$ cat config.mk
export PLATFORM = sky130hd
export DESIGN_NAME = dual_addr_latch
export DESIGN_NICKNAME = d
export VERILOG_FILES = /design/src/rtl/dal_pkg.sv /design/src/rtl/dal_ctrl.sv /design/src/rtl/dal_bank.sv /design/src/rtl/dual_addr_latch.sv
export SDC_FILE = /design/constraint.sdc
export NUM_CORES = 1
export LEC_CHECK = 0
export BUFFER_PORTS_ARGS = -buffer_cell sky130_fd_sc_hd__buf_2
export CELL_PAD_IN_SITES_DETAIL_PLACEMENT = 2
export CELL_PAD_IN_SITES_GLOBAL_PLACEMENT = 2
export CORE_MARGIN = 8
export CORE_UTILIZATION = 21
export DETAILED_ROUTE_END_ITERATION = 7
export PLACE_DENSITY = 0.67
export REMOVE_ABC_BUFFERS = 1
export SETUP_SLACK_MARGIN = 0.3
export SYNTH_ARGS = -nofsm -noshare
export SYNTH_HDL_FRONTEND = slang
export SYNTH_SLANG_ARGS = --single-unit
export TNS_END_PERCENT = 10
$ cat constraint.sdc
create_clock -name clk -period 0.8 [get_ports clk]
set_input_delay 0.16 -clock clk [delete_from_list [all_inputs] [get_ports clk]]
set_output_delay 0.16 -clock clk [all_outputs]
set_load 0.05 [all_outputs]
$ cat src/rtl/dal_pkg.sv
// Shared types for the dual addressable latch.
// Assumes: the two control pins are active low and already synchronous to clk.
package dal_pkg;

    typedef enum logic [1:0] {
        MODE_CLEAR = 2'd0,
        MODE_DEMUX = 2'd1,
        MODE_LATCH = 2'd2,
        MODE_HOLD  = 2'd3
    } dal_mode_e;

    // Maps the (enable_n, clear_n) pair to an operating mode.
    function automatic dal_mode_e decode_mode(input logic en_n, input logic clr_n);
        dal_mode_e m;
        case ({en_n, clr_n})
            2'b10:   m = MODE_CLEAR;
            2'b00:   m = MODE_DEMUX;
            2'b01:   m = MODE_LATCH;
            default: m = MODE_HOLD;
        endcase
        return m;
    endfunction

endpackage

$ cat src/rtl/dal_ctrl.sv
// Mode decoder shared by both banks.
// Produces a one-hot write select (empty in clear and hold modes) and a flag
// that forces every unselected bit to zero (clear and demultiplex modes).
// Assumes: bit_sel is below BITS; higher values select nothing.
module dal_ctrl
    import dal_pkg::*;
#(
    parameter int BITS   = 4,
    parameter int ADDR_W = (BITS > 1) ? $clog2(BITS) : 1
) (
    input  logic              wr_en_n,
    input  logic              clr_n,
    input  logic [ADDR_W-1:0] bit_sel,
    output logic [BITS-1:0]   load_sel,
    output logic              zero_rest
);

    dal_mode_e mode;
    logic      write_mode;

    // Decode the control pins into a mode and derived strobes.
    always_comb begin
        mode       = decode_mode(wr_en_n, clr_n);
        write_mode = (mode == MODE_DEMUX) || (mode == MODE_LATCH);
        zero_rest  = (mode == MODE_CLEAR) || (mode == MODE_DEMUX);
    end

    // One select line per storage bit, active when its index is addressed.
    for (genvar i = 0; i < BITS; i++) begin : g_sel
        assign load_sel[i] = write_mode && (bit_sel == ADDR_W'(i));
    end

endmodule

$ cat src/rtl/dal_bank.sv
// One bank of storage bits with a load enable per bit.
// A selected bit loads din, an unselected bit is zeroed when zero_rest is
// set and holds otherwise.
// Assumes: load_sel has at most one bit set.
module dal_bank #(
    parameter int BITS = 4
) (
    input  logic            clk,
    input  logic            rst_n,
    input  logic            din,
    input  logic [BITS-1:0] load_sel,
    input  logic            zero_rest,
    output logic [BITS-1:0] q
);

    for (genvar i = 0; i < BITS; i++) begin : g_bit
        // Update storage bit i: reset, load, force to zero, or hold.
        always_ff @(posedge clk) begin
            if (!rst_n)
                q[i] <= 1'b0;
            else if (load_sel[i])
                q[i] <= din;
            else if (zero_rest)
                q[i] <= 1'b0;
        end
    end

    // the decoder never selects two bits of a bank at once.
    always_comb begin
        assert_single_select_R6: assert ($onehot0(load_sel));
    end

endmodule

$ cat src/rtl/dual_addr_latch.sv
// Top of the dual addressable latch: two banks driven by one mode decoder.
// Outputs are registered and show the effect of the inputs one cycle after
// the rising edge that sampled them.
// Assumes: all inputs are synchronous to clk.
module dual_addr_latch #(
    parameter int BITS   = 4,
    parameter int ADDR_W = (BITS > 1) ? $clog2(BITS) : 1
) (
    input  logic              clk,
    input  logic              rst_n,
    input  logic [ADDR_W-1:0] bit_sel,
    input  logic              wr_en_n,
    input  logic              clr_n,
    input  logic              data_a,
    input  logic              data_b,
    output logic [BITS-1:0]   q_a,
    output logic [BITS-1:0]   q_b
);

    localparam int NUM_BANKS = 2;

    logic [BITS-1:0] load_sel;
    logic            zero_rest;
    logic [NUM_BANKS-1:0] din_vec;
    logic [BITS-1:0]      q_vec [NUM_BANKS];

    // Gather the per-bank data inputs into one vector.
    assign din_vec = {data_b, data_a};

    dal_ctrl #(
        .BITS   (BITS),
        .ADDR_W (ADDR_W)
    ) u_ctrl (
        .wr_en_n   (wr_en_n),
        .clr_n     (clr_n),
        .bit_sel   (bit_sel),
        .load_sel  (load_sel),
        .zero_rest (zero_rest)
    );

    for (genvar b = 0; b < NUM_BANKS; b++) begin : g_bank
        dal_bank #(
            .BITS (BITS)
        ) u_bank (
            .clk       (clk),
            .rst_n     (rst_n),
            .din       (din_vec[b]),
            .load_sel  (load_sel),
            .zero_rest (zero_rest),
            .q         (q_vec[b])
        );
    end

    // Route bank storage to the named output buses.
    assign q_a = q_vec[0];
    assign q_b = q_vec[1];

    // clear mode empties both banks.
    assert_clear_outputs_R2: assert property (@(posedge clk) disable iff (!rst_n)
        (wr_en_n && !clr_n) |=> (q_a == '0) && (q_b == '0));

    // demultiplex mode shows only the addressed bit, carrying data.
    assert_demux_pattern_R3: assert property (@(posedge clk) disable iff (!rst_n)
        (!wr_en_n && !clr_n) |=>
            (q_a == (BITS'($past(data_a)) << $past(bit_sel))) &&
            (q_b == (BITS'($past(data_b)) << $past(bit_sel))));

    // latch mode writes the addressed bit and leaves the others alone.
    assert_latch_update_R4: assert property (@(posedge clk) disable iff (!rst_n)
        (!wr_en_n && clr_n) |=>
            (q_a == (($past(q_a) & ~(BITS'(1) << $past(bit_sel))) |
                     (BITS'($past(data_a)) << $past(bit_sel)))) &&
            (q_b == (($past(q_b) & ~(BITS'(1) << $past(bit_sel))) |
                     (BITS'($past(data_b)) << $past(bit_sel)))));

    // hold mode keeps every output bit.
    assert_hold_stable_R5: assert property (@(posedge clk) disable iff (!rst_n)
        (wr_en_n && clr_n) |=> $stable(q_a) && $stable(q_b));

endmodule

==> summary.txt, run 1 <==
Clock Tree Buf Depth = 2
worst-case clock skew = 0 ns
finished layout cell area = 593 um2
arrival time at the worst endpoint = 0.74 ns
width of the chip = 55.9 um
fin. max-slew vios = 0
shortest period the worst path allows = 0.899 ns
worst relative slew slack = 85.6%
placer congestion estimate = 0.703
maximum operating frequency = 1110 MHz
diodes inserted = 0
first-pass detailed-route iteration total = 2
pwr dens = 1500 mW/mm2
buffers and inverters on the worst path = 1
drt wl/cell = 16.3 um
multi-input gate area in the final layout = 188 um2
flip-flop and latch area = 170 um2
sequential share of the synthesized area = 47.9%
most frequent cells in the layout = mux2i_1, dfxtp_2, buf_8, nand3_1, buf_2
worst vdd ir = 0.459 mV
clock latency of the later-clocked register in the worst-skew pair = 0.25 ns
depth of the worst register-to-register path = 3
DRC Markers = 0
Detailed Route Iter0 Violations = 2
synthesized area per cell = 10.4 um2
number of clock buffers inserted by TritonCTS = 3
Filler Cell Count = 160
area enclosed by the die boundary = 0.00312 mm2
initial antenna violation count = 0
Final #Nets = 63
final wirelength = 1.12 mm
end of the worst register-to-register path = g_bank[0].u_bank.q[3]
registers with the most flip-flops = g_bank.u_bank.q (8)
Startpoint Class = flip-flop
number of standard cells after synthesis = 32
Setup WS pre-CTS = -0.108 ns
Final Worst Setup Slack = -0.0986 ns
Initial Util = 22.2%
endpoint class of the critical path = output pin
Syn. warnings = 0
clock root buffer master = clkbuf_4
slack of the worst reg-to-reg path = 0.09 ns
maximum fanout encountered on the critical timing path = 2
Final setup violation count = 8
number of buffer cells added on primary ports = 15
post-detailed-route count of antenna-violating nets = 0
kind of critical path = reg -> out
violated checks = setup timing
cell family with the largest share of critical-path delay = flip-flops
global-route usage over all layers = 7.53%
run status = finished, violations left
via count of the first global-routing pass = 373
Clock Sinks = 8
master of the slowest instance on the critical path = dfxtp_2
H-tree depth = 1
cell area after placement = 443 um2
Total Neg Setup Slack = -0.758 ns
number of gates on the worst path with buffers counted = 1
drt via density = 4.83
series of cell instances along the critical path = buf_8
pin count of the biggest net entering global routing = 9
global route overflow = 0
launching point of the worst reg2reg path = g_bank[0].u_bank.q[3]
Final Power = 0.000889 W
number of hold buffers added after CTS = 0
max-capacitance violation count = 0
share of the clock period used by the worst path = 112%
endpoints failing hold = 0
detailed-route via count = 333
worst hold-check path type = in -> reg
synthesized area = 334 um2
Top Ports = 16
number of distinct library cell variants in the gate-level netlist after synthesis = 9
measured slew at the worst slew-check pin = 0.216 ns
CP startpoint = g_bank[1].u_bank.q[1]
clock slew at reported path FFs = 0.06 ns
Area Growth Syn to Fin = 77.5%
leakage power = 0.254 nW
row count = 14
fraction of final layout cells sized beyond drive strength 1 = 66.0%
RSZ-0062 raised after global routing = yes
critical path required time = 0.64 ns
global-route wire length before repair = 1.88 mm
CTS tree = built
area of the core = 0.00151 mm2
Largest Register = g_bank.u_bank.q
number of flip-flops under the largest register name = 8
slowest cell delay on critical path = 0.34 ns
worst setup path endpoint = q_b[1]
die height = 55.9 um
post-synthesis register bit count = 8
-- Yosys cell counts, drive strengths merged --
master,instances,area (um2)
nand3,8,40.0
mux2i,8,80.1
dfxtp,8,160
nand2,2,7.51
clkbuf,2,8.75
nand3b,1,7.51
nor3b,2,25.0
nor3,1,5.00
-- timing repair --
item | CTS | global route
setup buffers | 0 | 2
hold endpoints to repair | 0 | 0
resized for setup | 33 | 3
setup endpoints to repair | 16 | 16
gates cloned | 0 | 0
-- where the power goes --
group | total, W | internal [W] | switching (W) | leakage, nW
Combinational | 0.000161 | 0.0000708 | 0.0000899 | 0.172
Clock | 0.000310 | 0.000172 | 0.000138 | 0.0138
Sequential | 0.000418 | 0.000410 | 0.00000823 | 0.0687
-- tightest hold or removal path, delay by kind of cell --
kind                   cells  cell delay, ns
buffers and inverters      1            0.15
and+or+nand+nor            1            0.09
muxes                      1            0.06
-- how the worst min path moves through the flow --
stage,cells past startpoint,end,startpoint
floorplan,2,g_bank[0].u_bank.q[0],rst_n
global placement,2,g_bank[0].u_bank.q[1],g_bank[0].u_bank.q[1]
detailed placement,2,g_bank[0].u_bank.q[1],g_bank[0].u_bank.q[1]
CTS,3,g_bank[1].u_bank.q[0],rst_n
global route,3,g_bank[1].u_bank.q[3],clr_n
finish,3,g_bank[1].u_bank.q[0],rst_n
-- per-layer routing --
metal	vias up	wire [um]	GRT usage [%]
met4	0	24	6.19
met2	9	539	11.5
met5	-	0	0
li1	158	-	-
met1	164	511	8.07
met3	2	48	2.74
-- area by class of cell --
| type | instances | area share (%) |
|---|---|---|
| timing repair buffer | 20 | 32.5 |
| multi-input combinational | 22 | 31.6 |
| sequential | 8 | 28.7 |
| clock buffer | 3 | 3.80 |
| tap | 16 | 3.38 |
-- cell families (layout without fill, tap and decap cells) --
kind of cell / Yosys count / count (layout) / share of synthesized area, %
muxes: 8 / 8 / 24.0
and+or+nand+nor: 14 / 14 / 25.5
DFF: 8 / 8 / 47.9
buffers and inverters: 2 / 23 / 2.62
-- per-stage QoR --
step | hold WS [ns] | std cells | util [%]
after CTS | 0.250 | 67 | 37.4
after floorplan | 0.327 | 30 | -
after detailed placement | 0.470 | 64 | 29.4
after global placement | 0.461 | 64 | 29.4
after global routing | 0.274 | 69 | 39.4
final | 0.257 | 69 | 39.4
(Power assumes the default switching activity.)
==> inputs of run 2 (changes only) <==
==> constraint.sdc (replaced) <==
create_clock -name clk -period 0.8 [get_ports clk]
set_input_delay 0.16 -clock clk [delete_from_list [all_inputs] [get_ports clk]]
set_output_delay 0.16 -clock clk [all_outputs]
set_load 0.005 [all_outputs]
==> run 2 against run 1 <==
The flow still finishes with violations (setup timing). Sequential cell count stayed put. Power decreased by 4.6%. Via count is 3.6% lower. Count of clock-buffer cells in the layout unchanged. First-iteration DRC count shrank 50%. Critical path depth unchanged. Clock power about the same. Cell area fell by 5.9%. Critical path type unchanged.
==> summary.txt, run 2 (synthesis results as in run 1) <==
run status = finished, violations left
violated checks = setup timing
source of the worst hold timing path = wr_en_n
launching point of the worst reg2reg path = g_bank[0].u_bank.q[3]
clock latency of the later-clocked register in the worst-skew pair = 0.25 ns (about the same)
worst relative slew slack = 85.8% (+0.23 points)
via count of the first global-routing pass = 371 (-0.54%)
detailed-route via count = 321 (-3.6%)
number of flip-flops under the largest register name = 8 (unchanged)
Final #Nets = 63 (unchanged)
end of the worst register-to-register path = g_bank[0].u_bank.q[3]
endpoints failing hold = 0 (unchanged)
width of the chip = 55.9 um (unchanged)
H-tree depth = 1 (unchanged)
Top Ports = 16 (unchanged)
slack of the worst reg-to-reg path = 0.11 ns (+0.02 ns)
die height = 55.9 um (unchanged)
CTS tree = built
registers with the most flip-flops = g_bank.u_bank.q (8)
arrival time at the worst endpoint = 0.69 ns (-0.05 ns)
series of cell instances along the critical path = buf_2
Final Worst Setup Slack = -0.0458 ns (+0.0528 ns)
clock slew at reported path FFs = 0.05 ns (about the same)
master of the slowest instance on the critical path = dfxtp_2
clock root buffer master = clkbuf_4
fraction of final layout cells sized beyond drive strength 1 = 67.9% (+1.9 points)
global-route usage over all layers = 7.40% (-0.14 points)
global route overflow = 0 (unchanged)
global-route track usage on met2 = 11.4% (-0.16 points)
share of the clock period used by the worst path = 106% (-6.6 points)
initial antenna violation count = 0 (unchanged)
area of the core = 0.00151 mm2 (unchanged)
leakage power = 0.247 nW (-2.9%)
drt via density = 4.65 (-3.6%)
worst hold-check path type = in -> reg
cell family with the largest share of critical-path delay = flip-flops
measured slew at the worst slew-check pin = 0.213 ns (-0.00347 ns)
RSZ-0062 raised after global routing = yes
post-detailed-route count of antenna-violating nets = 0 (unchanged)
Startpoint Class = flip-flop
DP Cell Count = 64 (unchanged)
hold-critical path endpoint = g_bank[1].u_bank.q[1]
row count = 14 (unchanged)
number of cells on the worst hold path = 3 (unchanged)
max-capacitance violation count = 0 (unchanged)
global-route wire length before repair = 1.84 mm (-2.2%)
Clock Tree Buf Depth = 2 (unchanged)
Filler Cell Count = 171 (+6.9%)
DRC Markers = 0 (unchanged)
maximum fanout encountered on the critical timing path = 2 (unchanged)
first-pass detailed-route iteration total = 2 (unchanged)
depth of the worst register-to-register path = 3 (unchanged)
pin count of the biggest net entering global routing = 9 (unchanged)
Final setup violation count = 8 (unchanged)
drt wl/cell = 15.8 um (-3.1%)
worst-case clock skew = 0 ns (unchanged)
Largest Register = g_bank.u_bank.q
most frequent cells in the layout = mux2i_1, dfxtp_2, buf_2
number of buffer cells added on primary ports = 15 (unchanged)
slowest cell delay on critical path = 0.32 ns (-0.02 ns)
kind of critical path = reg -> out
buffers and inverters on the worst path = 1 (unchanged)
diodes inserted = 0 (unchanged)
number of non-filler instances in the completed layout = 69 (unchanged)
routing usage on met3 = 2.97% (+0.23 points)
Area Growth Syn to Fin = 67.0%
shortest period the worst path allows = 0.846 ns (-0.0528 ns)
endpoint class of the critical path = output pin
critical path required time = 0.64 ns (about the same)
Initial Util = 22.2% (unchanged)
most congested layer reported by global routing = met2
final wirelength = 1.09 mm (-3.1%)
number of clock buffers inserted by TritonCTS = 3 (unchanged)
Detailed Route Iter0 Violations = 1 (-1)
pwr dens = 1520 mW/mm2 (+1.3%)
worst vdd ir = 0.423 mV (-8.0%)
area enclosed by the die boundary = 0.00312 mm2 (unchanged)
placer congestion estimate = 0.703 (unchanged)
fin. max-slew vios = 0 (unchanged)
Total Neg Setup Slack = -0.320 ns (+0.438 ns)
met1 GRT Util = 7.68% (-0.38 points)
Clock Sinks = 8 (unchanged)
maximum operating frequency = 1180 MHz (+6.2%)
## run 2: cell types whose count changed in the layout (fill, tap and decap cells not counted)
cell and change:
nand3_2 +1, buf_8 -8, nand3_1 -1, buf_2 +1, buf_4 +1, buf_6 +6
## run 2: worst max-delay path by stage
stage,to,startpoint,slack [ns],cells past startpoint
after floorplan,g_bank[0].u_bank.q[0],bit_sel[1],0.07,2
after global placement,g_bank[0].u_bank.q[0],bit_sel[1],-0.08,4
after detailed placement,g_bank[0].u_bank.q[0],bit_sel[1],-0.11,4
after CTS,q_b[1],g_bank[1].u_bank.q[1],-0.06,1
after global routing,q_a[2],g_bank[0].u_bank.q[2],-0.08,1
final,q_a[2],g_bank[0].u_bank.q[2],-0.05,1
## run 2: per-layer routing
layer  wire length (um)  vias to the layer above
met5                  0                        -
met2                524                        7
met3                 51                        2
met1                488                      153
met4                 24                        0
li1                   -                      159
## run 2: power by group
group	switching, W	internal (W)	leakage, nW	total, W
clock	0.000139	0.000172	0.0138	0.000311
combinational	0.0000577	0.0000633	0.164	0.000121
sequential	0.00000569	0.000410	0.0687	0.000416
## run 2: area by class of cell
class	count	area, um2	area share (%)
well taps	16	20.0	3.59
repair buffers	20	153	27.4
flip-flops and latches	8	170	30.5
multi-input cells	22	193	34.5
clock buffers	3	22.5	4.04
## run 2: stage by stage
step / worst slack [ns] / hold slack, ns / utilization [%] / cell area (um2) / total power (W)
final: -0.0458 / 0.209 / 37.0 / 558 / 0.000848
after detailed placement: -0.108 / 0.470 / 29.4 / 443 / 0.000516
after CTS: -0.0591 / 0.203 / 33.6 / 505 / 0.000850
after global routing: -0.0753 / 0.217 / 37.0 / 558 / 0.000897
after floorplan: 0.0698 / 0.323 / - / 325 / 0.000452
after global placement: -0.0768 / 0.461 / 29.4 / 443 / 0.000514
## run 2: timing repair
action | 4_1_cts | 5_1_grt
resized for setup | 14 | 8
pin swaps | 2 | 0
setup endpoints to repair | 16 | 16
hold endpoints to repair | 0 | 0
gates cloned | 0 | 0
hold buffers | 0 | 0
setup buffers | 0 | 2
## run 2: worst register-to-register path, stage by stage, from the launching register on
cell,delay [ns]
dfxtp_2,0.33
buf_4,0.11
nand3_2,0.05
mux2i_1,0.13
==> inputs of run 3 (changes only) <==
--- a/config.mk
+++ b/config.mk
@@ -9,9 +9,10 @@
 export CELL_PAD_IN_SITES_DETAIL_PLACEMENT = 2
 export CELL_PAD_IN_SITES_GLOBAL_PLACEMENT = 2
 export CORE_MARGIN = 8
-export CORE_UTILIZATION = 21
+export CORE_UTILIZATION = 23
+export CTS_BUF_LIST = sky130_fd_sc_hd__clkbuf_4 sky130_fd_sc_hd__clkbuf_8
 export DETAILED_ROUTE_END_ITERATION = 7
-export PLACE_DENSITY = 0.67
+export PLACE_DENSITY = 0.73
 export REMOVE_ABC_BUFFERS = 1
 export SETUP_SLACK_MARGIN = 0.3
 export SYNTH_ARGS = -nofsm -noshare
==> constraint.sdc (replaced) <==
create_clock -name clk -period 0.8 [get_ports clk]
set_input_delay 0.16 -clock clk [delete_from_list [all_inputs] [get_ports clk]]
set_output_delay 0.16 -clock clk [all_outputs]
set_load 0.02 [all_outputs]
==> run 3 against run 2 <==
The flow still finishes with violations (setup timing). Wire length grew 3.5%. Sequential cell count is the same. Sequential share of layout area grew 0.92 points. Setup slack lost 0.035 ns. Sequential power is essentially flat. Fmax shrank 4.0%. Critical endpoint unchanged. Largest power group unchanged.
==> summary.txt, run 3 (synthesis results as in run 1) <==
detailed-route via count = 324 (+0.93%)
violated checks = setup timing
most frequent cells in the layout = nand3_1, mux2i_1, dfxtp_2, buf_6, buf_2
max-capacitance violation count = 0 (unchanged)
registers with the most flip-flops = g_bank.u_bank.q (8)
fraction of final layout cells sized beyond drive strength 1 = 62.7% (-5.2 points)
clock root buffer master = clkbuf_4
Final Worst Setup Slack = -0.0812 ns (-0.0354 ns)
post-detailed-route count of antenna-violating nets = 0 (unchanged)
worst vdd ir = 0.767 mV (+82%)
clock latency of the later-clocked register in the worst-skew pair = 0.25 ns (about the same)
number of cells on the worst hold path = 3 (unchanged)
die height = 54.1 um (-3.2%)
pwr dens = 1600 mW/mm2 (+5.1%)
Clock Tree Buf Depth = 2 (unchanged)
global route overflow = 0 (unchanged)
run status = finished, violations left
global-route usage over all layers = 8.21% (+0.82 points)
maximum operating frequency = 1130 MHz (-4.0%)
global-route wire length before repair = 1.75 mm (-5.3%)
initial antenna violation count = 0 (unchanged)
Startpoint Class = flip-flop
fin. max-slew vios = 0 (unchanged)
worst relative slew slack = 86.7% (+0.89 points)
cell family with the largest share of critical-path delay = flip-flops
critical path required time = 0.64 ns (about the same)
number of buffer cells added on primary ports = 15 (unchanged)
source of the worst hold timing path = data_a
end-of-flow core utilization = 40.6% (+3.6 points)
share of the clock period used by the worst path = 110% (+4.4 points)
drt wl/cell = 17.1 um (+8.2%)
endpoints failing hold = 0 (unchanged)
depth of the worst register-to-register path = 2 (-1)
slack of the worst reg-to-reg path = 0.14 ns (+0.03 ns)
Setup WS pre-CTS = -0.0578 ns (+0.0503 ns)
final wirelength = 1.13 mm (+3.5%)
hold-critical path endpoint = g_bank[0].u_bank.q[3]
Top Ports = 16 (unchanged)
flip-flop and latch area = 170 um2 (unchanged)
RSZ-0062 raised after global routing = yes
worst-case clock skew = 0 ns (unchanged)
worst hold-check path type = in -> reg
pin count of the biggest net entering global routing = 9 (unchanged)
CTS tree = built
end of the worst register-to-register path = g_bank[1].u_bank.q[3]
kind of critical path = reg -> out
number of clock buffers inserted by TritonCTS = 3 (unchanged)
Area Growth Syn to Fin = 62.2%
Initial Util = 25.0% (+2.9 points)
measured slew at the worst slew-check pin = 0.199 ns (-0.0134 ns)
multi-input gate area in the final layout = 183 um2 (-5.2%)
number of flip-flops under the largest register name = 8 (unchanged)
Final #Nets = 61 (-3.2%)
width of the chip = 54.1 um (-3.2%)
Largest Register = g_bank.u_bank.q
master of the slowest instance on the critical path = dfxtp_2
series of cell instances along the critical path = buf_6
maximum fanout encountered on the critical timing path = 2 (unchanged)
hold slack = 0.245 ns (+0.0357 ns)
row count = 13 (-1)
shortest period the worst path allows = 0.881 ns (+0.0354 ns)
first-pass detailed-route iteration total = 4 (+2)
drt via density = 4.91 (+5.5%)
clock slew at reported path FFs = 0.06 ns (about the same)
area of the core = 0.00133 mm2 (-11%)
number of gates on the worst path with buffers counted = 1 (unchanged)
Detailed Route Iter0 Violations = 8 (+7)
diodes inserted = 0 (unchanged)
area enclosed by the die boundary = 0.00293 mm2 (-6.3%)
leakage power = 0.235 nW (-4.9%)
Final Power = 0.000865 W (+2.0%)
Filler Cell Count = 147 (-14%)
launching point of the worst reg2reg path = g_bank[1].u_bank.q[3]
slowest cell delay on critical path = 0.35 ns (+0.03 ns)
Final setup violation count = 8 (unchanged)
via count of the first global-routing pass = 359 (-3.2%)
endpoint class of the critical path = output pin
DRC Markers = 0 (unchanged)
Clock Sinks = 8 (unchanged)
arrival time at the worst endpoint = 0.72 ns (+0.03 ns)
placer congestion estimate = 0.635 (-9.6%)
HPWL reported at the end of detailed placement = 805 um
buffers and inverters on the worst path = 1 (unchanged)
H-tree depth = 1 (unchanged)
==> run 3: changes by cell type in the layout (fill, tap and decap cells not counted) <==
| cell | delta |
|---|---|
| buf_6 | +2 |
| nand3_2 | -2 |
| nand3_1 | +2 |
| buf_2 | -1 |
| buf_4 | -3 |
==> run 3: final cells by class <==
| type | count | share of cell area, % |
|---|---|---|
| Clock buffer | 3 | 4.16 |
| Tap cell | 15 | 3.46 |
| Multi-Input combinational cell | 22 | 33.7 |
| Timing Repair Buffer | 18 | 27.3 |
| Sequential cell | 8 | 31.4 |
==> run 3: worst min-delay path, stage by stage <==
cell and delay, ns:
buf_2 0.10, nand2_1 0.12, mux2i_1 0.08
==> run 3: how the worst max path moves through the flow <==
| stage | from | end |
|---|---|---|
| after CTS | g_bank[1].u_bank.q[0] | q_b[0] |
| after global placement | bit_sel[1] | g_bank[0].u_bank.q[0] |
| after floorplan | bit_sel[1] | g_bank[0].u_bank.q[0] |
| after detailed placement | bit_sel[1] | g_bank[0].u_bank.q[0] |
| final | g_bank[0].u_bank.q[2] | q_a[2] |
| after global routing | g_bank[0].u_bank.q[2] | q_a[2] |
==> run 3: repair_timing <==
action | 4_1_cts | 5_1_grt
hold buffers | 0 | 0
buffers inserted | 0 | 0
pin swaps | 0 | 0
endpoints found under the setup margin | 16 | 16
resized for setup | 25 | 2
==> run 3: per-stage QoR <==
| step | cells | TNS, ns | cell area (um2) |
|---|---|---|---|
| finish | 66 | -0.496 | 542 |
| global route | 66 | -0.753 | 542 |
| CTS | 66 | -0.567 | 529 |
| detailed placement | 63 | -0.290 | 442 |
| global placement | 63 | -0.254 | 442 |
| floorplan | 30 | 0 | 325 |
==> run 3: metal layers <==
layer / vias to the layer above / GRT usage, % / share of wire (%)
met4: 0 / 0 / 0
met2: 12 / 13.7 / 49
met5: - / 0 / 0
met3: 0 / 4.68 / 8.2
met1: 158 / 9.58 / 43
li1: 154 / - / -
==> run 3: power by group <==
group / internal [W] / switching, W / leakage [nW]
combinational: 0.0000602 / 0.0000662 / 0.152
clock: 0.000173 / 0.000149 / 0.0138
sequential: 0.000410 / 0.00000708 / 0.0687
